--- src/rtl/pwmg_pkg.sv ---
package pwmg_pkg;

    localparam int unsigned DUTY_W   = 8;
    localparam int unsigned PS_W     = 3;
    localparam int unsigned PS_MAX   = 6;
    localparam int unsigned CFG_W    = 16;
    localparam int unsigned DUTY_LSB = 8;
    localparam int unsigned POL_BIT  = 4;
    localparam int unsigned PRE_W    = PS_MAX;

    typedef enum logic [1:0] {
        ST_IDLE  = 2'd0,
        ST_ARM   = 2'd1,
        ST_RUN   = 2'd2,
        ST_DRAIN = 2'd3
    } pwmg_state_e;

    typedef struct packed {
        logic [DUTY_W-1:0] duty;
        logic              pol;
        logic [PS_W-1:0]   ps;
    } pwmg_cfg_t;

    // Assemble a configuration, folding out-of-range prescale codes to the maximum.
    function automatic pwmg_cfg_t pwmg_make_cfg(input logic [DUTY_W-1:0] duty,
                                                input logic pol,
                                                input logic [PS_W-1:0] raw_ps);
        pwmg_cfg_t c;
        c.duty = duty;
        c.pol  = pol;
        c.ps   = (raw_ps > PS_W'(PS_MAX)) ? PS_W'(PS_MAX) : raw_ps;
        return c;
    endfunction

endpackage

--- src/rtl/pwmg_ctrl.sv ---
module pwmg_ctrl
    import pwmg_pkg::*;
(
    input  logic        clk,
    input  logic        rst_n,
    input  logic        en_set,
    input  logic        en_clr,
    input  logic        base_tick,
    input  logic        wrap,
    output pwmg_state_e state_o,
    output logic        count_en,
    output logic        load_o,
    output logic        run_o
);

    pwmg_state_e state_q;
    pwmg_state_e state_d;

    // state register
    always_ff @(posedge clk or negedge rst_n) begin
        if (!rst_n) begin
            state_q <= ST_IDLE;
        end else begin
            state_q <= state_d;
        end
    end

    // next-state logic
    always_comb begin
        state_d = state_q;
        unique case (state_q)
            ST_IDLE: begin
                if (en_set && !en_clr) state_d = ST_ARM;
            end
            ST_ARM: begin
                if (en_clr)         state_d = ST_IDLE;
                else if (base_tick) state_d = ST_RUN;
            end
            ST_RUN: begin
                if (en_clr) state_d = ST_DRAIN;
            end
            ST_DRAIN: begin
                if (en_set && !en_clr) state_d = ST_RUN;
                else if (wrap)         state_d = ST_IDLE;
            end
            default: state_d = ST_IDLE;
        endcase
    end

    // outputs
    always_comb begin
        count_en = (state_q == ST_RUN) || (state_q == ST_DRAIN);
        run_o    = count_en;
        load_o   = ((state_q == ST_ARM) && (state_d == ST_RUN)) ||
                   (wrap && (state_d != ST_IDLE));
        state_o  = state_q;
    end

endmodule

--- src/rtl/pwmg_prescale.sv ---
module pwmg_prescale #(
    parameter int unsigned PS_W  = 3,
    parameter int unsigned PRE_W = 6
) (
    input  logic             clk,
    input  logic             rst_n,
    input  logic             count_en,
    input  logic             base_tick,
    input  logic [PS_W-1:0]  ps,
    output logic             tick_o,
    output logic [PRE_W-1:0] pre_o
);

    logic [PRE_W-1:0] pre_q;
    logic [PRE_W-1:0] last_val;

    // last prescaler value before a step tick: 2^ps - 1
    assign last_val = ~({PRE_W{1'b1}} << ps);
    assign tick_o   = count_en && base_tick && (pre_q == last_val);
    assign pre_o    = pre_q;

    always_ff @(posedge clk or negedge rst_n) begin
        if (!rst_n) begin
            pre_q <= '0;
        end else if (!count_en) begin
            pre_q <= '0;
        end else if (base_tick) begin
            pre_q <= tick_o ? '0 : pre_q + 1'b1;
        end
    end

endmodule

--- src/rtl/pwmg_wave.sv ---
module pwmg_wave
    import pwmg_pkg::*;
#(
    parameter int unsigned STEP_W = DUTY_W
) (
    input  logic              clk,
    input  logic              rst_n,
    input  logic              count_en,
    input  logic              tick,
    input  logic              load,
    input  pwmg_cfg_t         cfg_live,
    output logic              pwm_o,
    output logic              wrap_o,
    output logic [STEP_W-1:0] cnt_o,
    output pwmg_cfg_t         shadow_o
);

    logic [STEP_W-1:0] cnt_q;
    pwmg_cfg_t         shadow_q;
    logic              active;
    logic              pol_now;

    always_ff @(posedge clk or negedge rst_n) begin
        if (!rst_n) begin
            cnt_q <= '0;
        end else if (!count_en) begin
            cnt_q <= '0;
        end else if (tick) begin
            cnt_q <= cnt_q + 1'b1;
        end
    end

    always_ff @(posedge clk or negedge rst_n) begin
        if (!rst_n) begin
            shadow_q <= '0;
        end else if (load) begin
            shadow_q <= cfg_live;
        end
    end

    assign wrap_o  = tick && (cnt_q == {STEP_W{1'b1}});
    assign active  = count_en && (cnt_q < shadow_q.duty);
    assign pol_now = count_en ? shadow_q.pol : cfg_live.pol;
    assign pwm_o   = pol_now ? active : !active;

    assign cnt_o    = cnt_q;
    assign shadow_o = shadow_q;

endmodule

--- src/rtl/bklt_pwm_gen.sv ---
module bklt_pwm_gen
    import pwmg_pkg::*;
(
    input  logic             clk,
    input  logic             rst_n,
    input  logic [CFG_W-1:0] cfg_word,
    input  logic             src_sys,
    input  logic             slow_tick,
    input  logic             en_set,
    input  logic             en_clr,
    output logic             pwm_out,
    output logic             running
);

    pwmg_cfg_t         cfg_live;
    pwmg_cfg_t         shadow_w;
    pwmg_state_e       state_w;
    logic              base_tick;
    logic              step_tick;
    logic              wrap_w;
    logic              load_w;
    logic              count_en;
    logic [DUTY_W-1:0] cnt_w;
    logic [PRE_W-1:0]  pre_w;
    logic [3:0]        unused_cfg_bits;

    assign unused_cfg_bits = {cfg_word[7:5], cfg_word[3]};

    assign cfg_live  = pwmg_make_cfg(cfg_word[DUTY_LSB +: DUTY_W],
                                     cfg_word[POL_BIT],
                                     cfg_word[PS_W-1:0]);
    assign base_tick = src_sys ? 1'b1 : slow_tick;

    pwmg_ctrl u_ctrl (
        .clk       (clk),
        .rst_n     (rst_n),
        .en_set    (en_set),
        .en_clr    (en_clr),
        .base_tick (base_tick),
        .wrap      (wrap_w),
        .state_o   (state_w),
        .count_en  (count_en),
        .load_o    (load_w),
        .run_o     (running)
    );

    pwmg_prescale #(
        .PS_W  (PS_W),
        .PRE_W (PRE_W)
    ) u_pre (
        .clk       (clk),
        .rst_n     (rst_n),
        .count_en  (count_en),
        .base_tick (base_tick),
        .ps        (shadow_w.ps),
        .tick_o    (step_tick),
        .pre_o     (pre_w)
    );

    pwmg_wave #(
        .STEP_W (DUTY_W)
    ) u_wave (
        .clk      (clk),
        .rst_n    (rst_n),
        .count_en (count_en),
        .tick     (step_tick),
        .load     (load_w),
        .cfg_live (cfg_live),
        .pwm_o    (pwm_out),
        .wrap_o   (wrap_w),
        .cnt_o    (cnt_w),
        .shadow_o (shadow_w)
    );

endmodule

--- config.mk ---
export PLATFORM = sky130hd
export DESIGN_NAME = bklt_pwm_gen
export DESIGN_NICKNAME = d
export VERILOG_FILES = /design/src/rtl/pwmg_pkg.sv /design/src/rtl/pwmg_ctrl.sv /design/src/rtl/pwmg_prescale.sv /design/src/rtl/pwmg_wave.sv /design/src/rtl/bklt_pwm_gen.sv
export SDC_FILE = /design/constraint.sdc
export NUM_CORES = 1
export LEC_CHECK = 0
export BUFFER_PORTS_ARGS = -buffer_cell sky130_fd_sc_hd__clkbuf_2
export CAP_MARGIN = 20
export CORE_ASPECT_RATIO = 2
export CORE_MARGIN = 8
export CORE_UTILIZATION = 28
export CTS_CLUSTER_SIZE = 24
export DETAILED_ROUTE_END_ITERATION = 6
export PLACE_DENSITY = 0.5
export SYNTH_ARGS = -nofsm -noshare
export SYNTH_HDL_FRONTEND = slang
export SYNTH_HIERARCHICAL = 1
export SYNTH_SLANG_ARGS = --single-unit
export TNS_END_PERCENT = 20
--- constraint.sdc ---
create_clock -name clk -period 4.29 [get_ports clk]
set_clock_uncertainty 0.2 [all_clocks]
set_input_delay 0.2145 -clock clk [delete_from_list [all_inputs] [get_ports clk]]
set_output_delay 0.2145 -clock clk [all_outputs]
set_load 0.01 [all_outputs]
Word-level counts from Yosys, hierarchy flattened. Index checks and enable logic that the tools add are counted.

Add/subtract/negate cells: 2. $lt $le $gt $ge: 2. Equal/unequal tests: 8. Shift-type cells: 1. Multiplexer cells: 16. Bitwise logic cells: 1. Reductions and logical operators: 13.

Operator list (number): 6-bit two-way mux (3); 8-bit two-way mux (2); 2-bit two-way mux (6); 8-bit by 1-bit adder with 8-bit output (second input constant) (1); 8-bit == test (second input constant) (1); 8-bit < comparator (1); 2-bit one-hot mux with 4 select lines (1); 1-bit logical AND (7); 6-bit by 1-bit adder with 6-bit output (second input constant) (1); 2-bit == test (second input constant) (3); 6-bit == test (1); 6-bit inverter (1); 6-bit by 3-bit left shift with 6-bit output (first input constant) (1); 2-bit inequality test (second input constant) (2); 3-bit > comparator (second input constant) (1); 1-bit two-way mux (3); 3-bit two-way mux (1); 2-bit by 1-bit == test with 1-bit output (second input constant) (1); 1-bit logical NOT (2); 2-bit logical NOT (1); 1-bit logical OR (2); 2-bit nonzero test (1).

Register bits after elaboration: 28. Output and inout port bits: 2. Logic and storage cells: 49.

Depth between registers and ports, before layout.
Depth in word-level cells: 11. Depth in mapped cells: 15. Gate-level depth less buffers: 12.

Cells and area by module. Netlist, hierarchy kept.

Modules (own cells, without submodules): pwmg_wave (instances 1, cells an instance 98, area each 1077.3 um^2, sequential area each 500.5 um^2); pwmg_prescale (instances 1, cells an instance 57, area each 488.0 um^2, sequential area each 150.1 um^2); pwmg_ctrl (instances 1, cells an instance 18, area each 151.4 um^2, sequential area each 50.0 um^2); bklt_pwm_gen (instances 1, cells an instance 4, area each 21.3 um^2, sequential area each 0.0 um^2).

Worst setup path after synthesis. Ideal clock, no wire load.

Path type: register -> register. Start: register u_pre.pre_q[2] (netlist: u_pre/pre_o[2]). End: register u_wave.shadow_q, in the netlist u_wave/shadow_o[10]. Library setup time: 0.131 ns. Arrival: 2.958 ns. Data required time: 3.959 ns. Setup slack: 1.000 ns. Stages on the path, launching flop included: 15. Path buffers: 3. Path through: dfrtp_1 -> buf_6 -> or4_1 -> nor3_2 -> a21oi_2 -> a21oi_4 -> and3_1 -> nand2_1 -> nor4_1 -> or2_0 -> a22oi_1 -> o21ai_1 -> buf_2 -> clkbuf_1 -> o21ai_0.

Longest elaborated chain between the ends: 9. Elaborated cells on any way between the ends: 11. Those cells by class: eq/ne: 2; mux: 3; reduce/logical: 6.

Ends and longest elaborated chain: start, declared (line pwmg_prescale.sv:14) `logic [PRE_W-1:0] pre_q;`; start signal, assigned (line pwmg_prescale.sv:28) `pre_q <= tick_o ? '0 : pre_q + 1'b1;`; 6-bit == test (*) (line pwmg_prescale.sv:19) `assign tick_o = count_en && base_tick && (pre_q == last_val);`; 1-bit logical AND (*) (line pwmg_prescale.sv:19); net step_tick (line bklt_pwm_gen.sv:19) `logic step_tick;`; 1-bit logical AND (*) (line pwmg_wave.sv:41) `assign wrap_o = tick && (cnt_q == {STEP_W{1'b1}});`; net wrap_w (line bklt_pwm_gen.sv:20) `logic wrap_w;`; 2-bit two-way mux (line pwmg_ctrl.sv:44) `else if (wrap) state_d = ST_IDLE;`; 2-bit two-way mux (line pwmg_ctrl.sv:43) `if (en_set && !en_clr) state_d = ST_RUN;`; 2-bit one-hot mux with 4 select lines (line pwmg_ctrl.sv:31) `unique case (state_q)`; 2-bit == test / 2-bit nonzero test (equally long branches) (line pwmg_ctrl.sv:54, pwmg_ctrl.sv:55); 1-bit logical AND (on tied branches) (line pwmg_ctrl.sv:54, pwmg_ctrl.sv:55); 1-bit logical OR (*) (line pwmg_ctrl.sv:54) `load_o = ((state_q == ST_ARM) && (state_d == ST_RUN)) ||`; net load_w (line bklt_pwm_gen.sv:21) `logic load_w;`; end signal, assigned (line pwmg_wave.sv:37) `shadow_q <= cfg_live;`; end, declared (line pwmg_wave.sv:19) `pwmg_cfg_t shadow_q;`.

The timed path passes the listed nets; every way through them passes the cells marked *. A chain may end at the register's enable or synchronous reset.

Worst setup path in the final report.
Start: register u_wave.shadow_q, in the netlist u_wave/shadow_o[1]. End: register u_wave.shadow_q, in the netlist u_wave/shadow_o[1].

Longest elaborated chain between the ends: 11. Elaborated cells on any way between the ends: 13. Those cells by class: eq/ne: 2; shift: 1; mux: 3; bitwise: 1; reduce/logical: 6.

Ends and longest elaborated chain: 6-bit by 3-bit left shift with 6-bit output (*) (line pwmg_prescale.sv:18) `assign last_val = ~({PRE_W{1'b1}} << ps);`; 6-bit inverter (*) (line pwmg_prescale.sv:18); 6-bit == test (*) (line pwmg_prescale.sv:19); 1-bit logical AND (*) (line pwmg_prescale.sv:19); net step_tick (line bklt_pwm_gen.sv:19); 1-bit logical AND (*) (line pwmg_wave.sv:41); net wrap_w (line bklt_pwm_gen.sv:20); 2-bit two-way mux (line pwmg_ctrl.sv:44); 2-bit two-way mux (line pwmg_ctrl.sv:43); 2-bit one-hot mux with 4 select lines (line pwmg_ctrl.sv:31); 2-bit == test / 2-bit nonzero test (equally long branches) (line pwmg_ctrl.sv:54, pwmg_ctrl.sv:55); 1-bit logical AND (on tied branches) (line pwmg_ctrl.sv:54, pwmg_ctrl.sv:55); 1-bit logical OR (*) (line pwmg_ctrl.sv:54); net load_w (line bklt_pwm_gen.sv:21).

Marked as above.

==> results.md <==
* Commonest cells post-synth: 28 x dfrtp_1, 17 x nand2_1, 10 x o21ai_0
* Final number of hold-violating endpoints at 0
* Post-cts sizing count at 0
* Post-synth ARST share at 1.00
* PortBufs at 19
* RSZ-0062 raised after global routing: false
* Worst path cell trace: or4_1 -> nor3_2 -> a21oi_2 -> a21oi_4 -> and3_1 -> nand2_1 -> nor4_1 -> buf_4 -> or2_0 -> a22oi_1 -> o21ai_1 -> buf_4 -> mux2_2
* Router iterations before antenna repair at 4
* Clock Tree Buf Depth at 2
* Switching share of power at 0.341
* Share of cells above drive strength 1 at 0.204
* EDFF count, synth at 0
* Worst endpoint data arrival time at ~3.5 ns
* Hold Crit Start: cfg_word[4]
* Most common cell in the netlist: dfrtp_1
* Internal power at approximately 0.75 mW
* WHS Endpoint: u_wave/shadow_o[3]$_DFFE_PN0P_
* Wirelength per Cell at between 15 and 20 µm
* CP Launch Type: flip-flop
* Syn Inst Count at around 180
* Fillers at 608
* Total Power at 1.14 mW
* Site row count at 40
* GR Layer Usage met1 at 0.0941
* CP bufs+invs at 2
* Period utilisation layout at 0.819
* # setup viols final at 0
* Max Freq at 0.284 GHz
* Hold crit path type: in -> reg
* R2R Path End: u_wave/shadow_o[1]$_DFFE_PN0P_
* Clock power share at 0.244
* Syn nets at approximately 210
* CP max FO at 19
* DRC at 0
* Logic gate share of total power at 0.353
* Maximum VDD drop at 0.000177 V
* Met2 Usage GRT at 0.174
* Clk slew on worst S/H paths at roughly 0.07 ns
* Grt met3 use at 0.0141
* CP endpoint kind: flip-flop
* GPL Wtd Cong at between 0.7 and 0.8
* Final wirelength at 4060 µm
* Root Buffer: clkbuf_16
* Antenna Cells at 0
* Initial antenna violation count at 0
* Routed via count at ~1400
* Post-route ant nets at 0
* Vias in the first global route at about 1500
* Slowest-stage cell, CP: or4_1
* Worst r2r src: u_wave/shadow_o[1]$_DFFE_PN0P_
* Overall routing resource usage at 0.0944
* Min Clock Period, post-route at roughly 3.5 ns
* Synth area leaders: dfrtp_1 40%, ha_1 6.5%, nand2_1 3.7%, xnor2_1 3.5%, and2_1 3.2%
* Critical Path Max Stage Delay at approximately 0.52 ns
* Reg power frac at 0.403
* H-tree depth at 1
* Type of the worst setup path: reg -> reg
* Final non-filler cell total at around 270
* DPL Wire Length at about 3000 µm
* Sinks on Clock Net at 28
* Top cell family by delay on the critical path: simple AND/OR/NAND/NOR gates
* Die X at about 72 µm
* Critical path data required time at between 4 and 5 ns
* Area share of the largest cell type after synthesis at 0.403
* Grt total ovfl at 0
* R2r setup slk at 0.77 ns
* Primary FF master, synth: dfrtp_1
* Synth area leader: dfrtp_1
* Initial Util at 0.289
* Core area at about 0.0060 mm²
* Setup TNS at 0 ns
* Synth cell types at 53
* Mapped Area at about 0.0017 mm²
* Final net count at between 200 and 250
* Leak pwr at 0.961 nW
* Rel. slew slack at 0.522
* CTS tree: yes
* Yosys reg bits at 28
* I/O Pins at 24
* Pins Over Slew Limit at 0
* Vias per inst at between 5 and 6
* Reg2Reg Depth at 13
* PD cells at ~540 mW/mm²
* Die area at slightly above 0.009 mm²
* Mean Syn Cell Area at around 9.8 µm²
* Area growth, synth to finish at 21.7%
* Cts bufs inserted at 3
* Skew-Pair Late Insertion Delay at 0.26 ns
* Top cell by count, worst path: buf_4
* Busiest grt layer: met2
* Placed cells at around 250
* Largest net degree at the start of global routing at 29
* Max-Cap Viols at 0
* DIE HEIGHT at 127 µm
* First-pass GRT wire length at approximately 6800 µm
* Net Sw Power at ~0.4 mW
* Worst-Margin Slew at between 0.7 and 0.8 ns
* Initial drt markers at 46
* Post-synthesis sequential area ratio at 0.403
* Hold path depth at 2
* Synth warn at 6
* Status: finished, final reports clean
flip-flops by register name, indices dropped and copies added, names as in the netlist:
| name | count |
|---|---|
| u_wave/cnt_o | 8 |
| u_wave/shadow_o | 12 |
| u_pre/pre_o | 6 |
| u_ctrl/state_o | 2 |
per-stage QoR:
step	utilization	hold slack (ns)	setup slack (ns)	area, µm²
after global routing	0.352	0.00844	0.493	2110
after detailed placement	0.315	0.112	0.752	1890
final	0.352	0.000314	0.775	2110
after global placement	0.315	0.119	0.746	1890
after floorplan	-	-0.281	1.00	1740
after CTS	0.352	0.000321	0.726	2110
final cells by class:
class | instances | area, µm² | area share
tap | 63 | 78.8 | 0.0373
multi-input combinational | 130 | 951 | 0.450
sequential | 28 | 701 | 0.331
clock buffer | 3 | 75.1 | 0.0355
timing repair buffer | 35 | 245 | 0.116
inverter | 9 | 33.8 | 0.0160
clock inverter | 1 | 30.0 | 0.0142
worst max path at each step:
stage               cells after the start                      startpoint                               to  slack, ns
finish                                 13  u_wave/shadow_o[1]$_DFFE_PN0P_   u_wave/shadow_o[1]$_DFFE_PN0P_       0.77
global route                           13  u_wave/shadow_o[1]$_DFFE_PN0P_   u_wave/shadow_o[0]$_DFFE_PN0P_       0.49
CTS                                    13  u_wave/shadow_o[1]$_DFFE_PN0P_   u_wave/shadow_o[1]$_DFFE_PN0P_       0.73
detailed placement                     13  u_wave/shadow_o[1]$_DFFE_PN0P_   u_wave/shadow_o[1]$_DFFE_PN0P_       0.75
global placement                       13  u_wave/shadow_o[1]$_DFFE_PN0P_   u_wave/shadow_o[4]$_DFFE_PN0P_       0.75
floorplan                              14      u_pre/pre_o[2]$_DFFE_PN0P_  u_wave/shadow_o[10]$_DFFE_PN0P_       1.00
power groups by stage:
stage / sequential [mW] / combinational, mW / clock (mW)
6_report: 0.460 / 0.404 / 0.279
5_1_grt: 0.478 / 0.460 / 0.295
4_1_cts: 0.463 / 0.407 / 0.284
3_5_place_dp: 0.468 / 0.395 / 0
3_3_place_gp: 0.465 / 0.388 / 0
2_1_floorplan: 0.432 / 0.326 / 0
layer usage:
layer / part of all wire / wire length [µm] / up-vias
met5: 0 / 0 / -
met4: 0.022 / 89 / 0
met3: 0.014 / 58 / 4
met2: 0.59 / 2400 / 15
met1: 0.37 / 1510 / 684
li1: - / - / 683
cells in the final DEF (no fill, tap or decap), types with 3 or more instances in the layout:
cell	netlist	routed
clkbuf_16	0	3
xnor2_1	7	7
nor2_1	3	3
mux2i_1	3	3
mux2_2	5	5
nand3_1	8	8
nand4_1	3	3
inv_1	9	9
a21oi_1	3	3
o21ai_1	5	5
dlygate4sd3_1	0	12
and3_1	3	3
buf_4	1	4
clkbuf_2	0	19
ha_1	9	9
nor2b_1	4	4
nand2_1	17	17
and2_1	9	9
dfrtp_1	28	28
o21ai_0	10	10
logic make-up after synthesis:
logic type	count (synthesis)	synth area share
muxes	8	0.0497
adders and majority gates	9	0.0648
buffers and inverters	19	0.0497
DFF	28	0.403
and+or+nand+nor	70	0.243
AOI/OAI and AO/OA	34	0.145
xor gates and xnor gates	9	0.0454
repair_timing:
action,in CTS,in global routing
endpoints found under the hold margin,39,0
hold buffers,12,0
setup buffers,0,0
No activity file was read; power rests on OpenSTA's default activity.
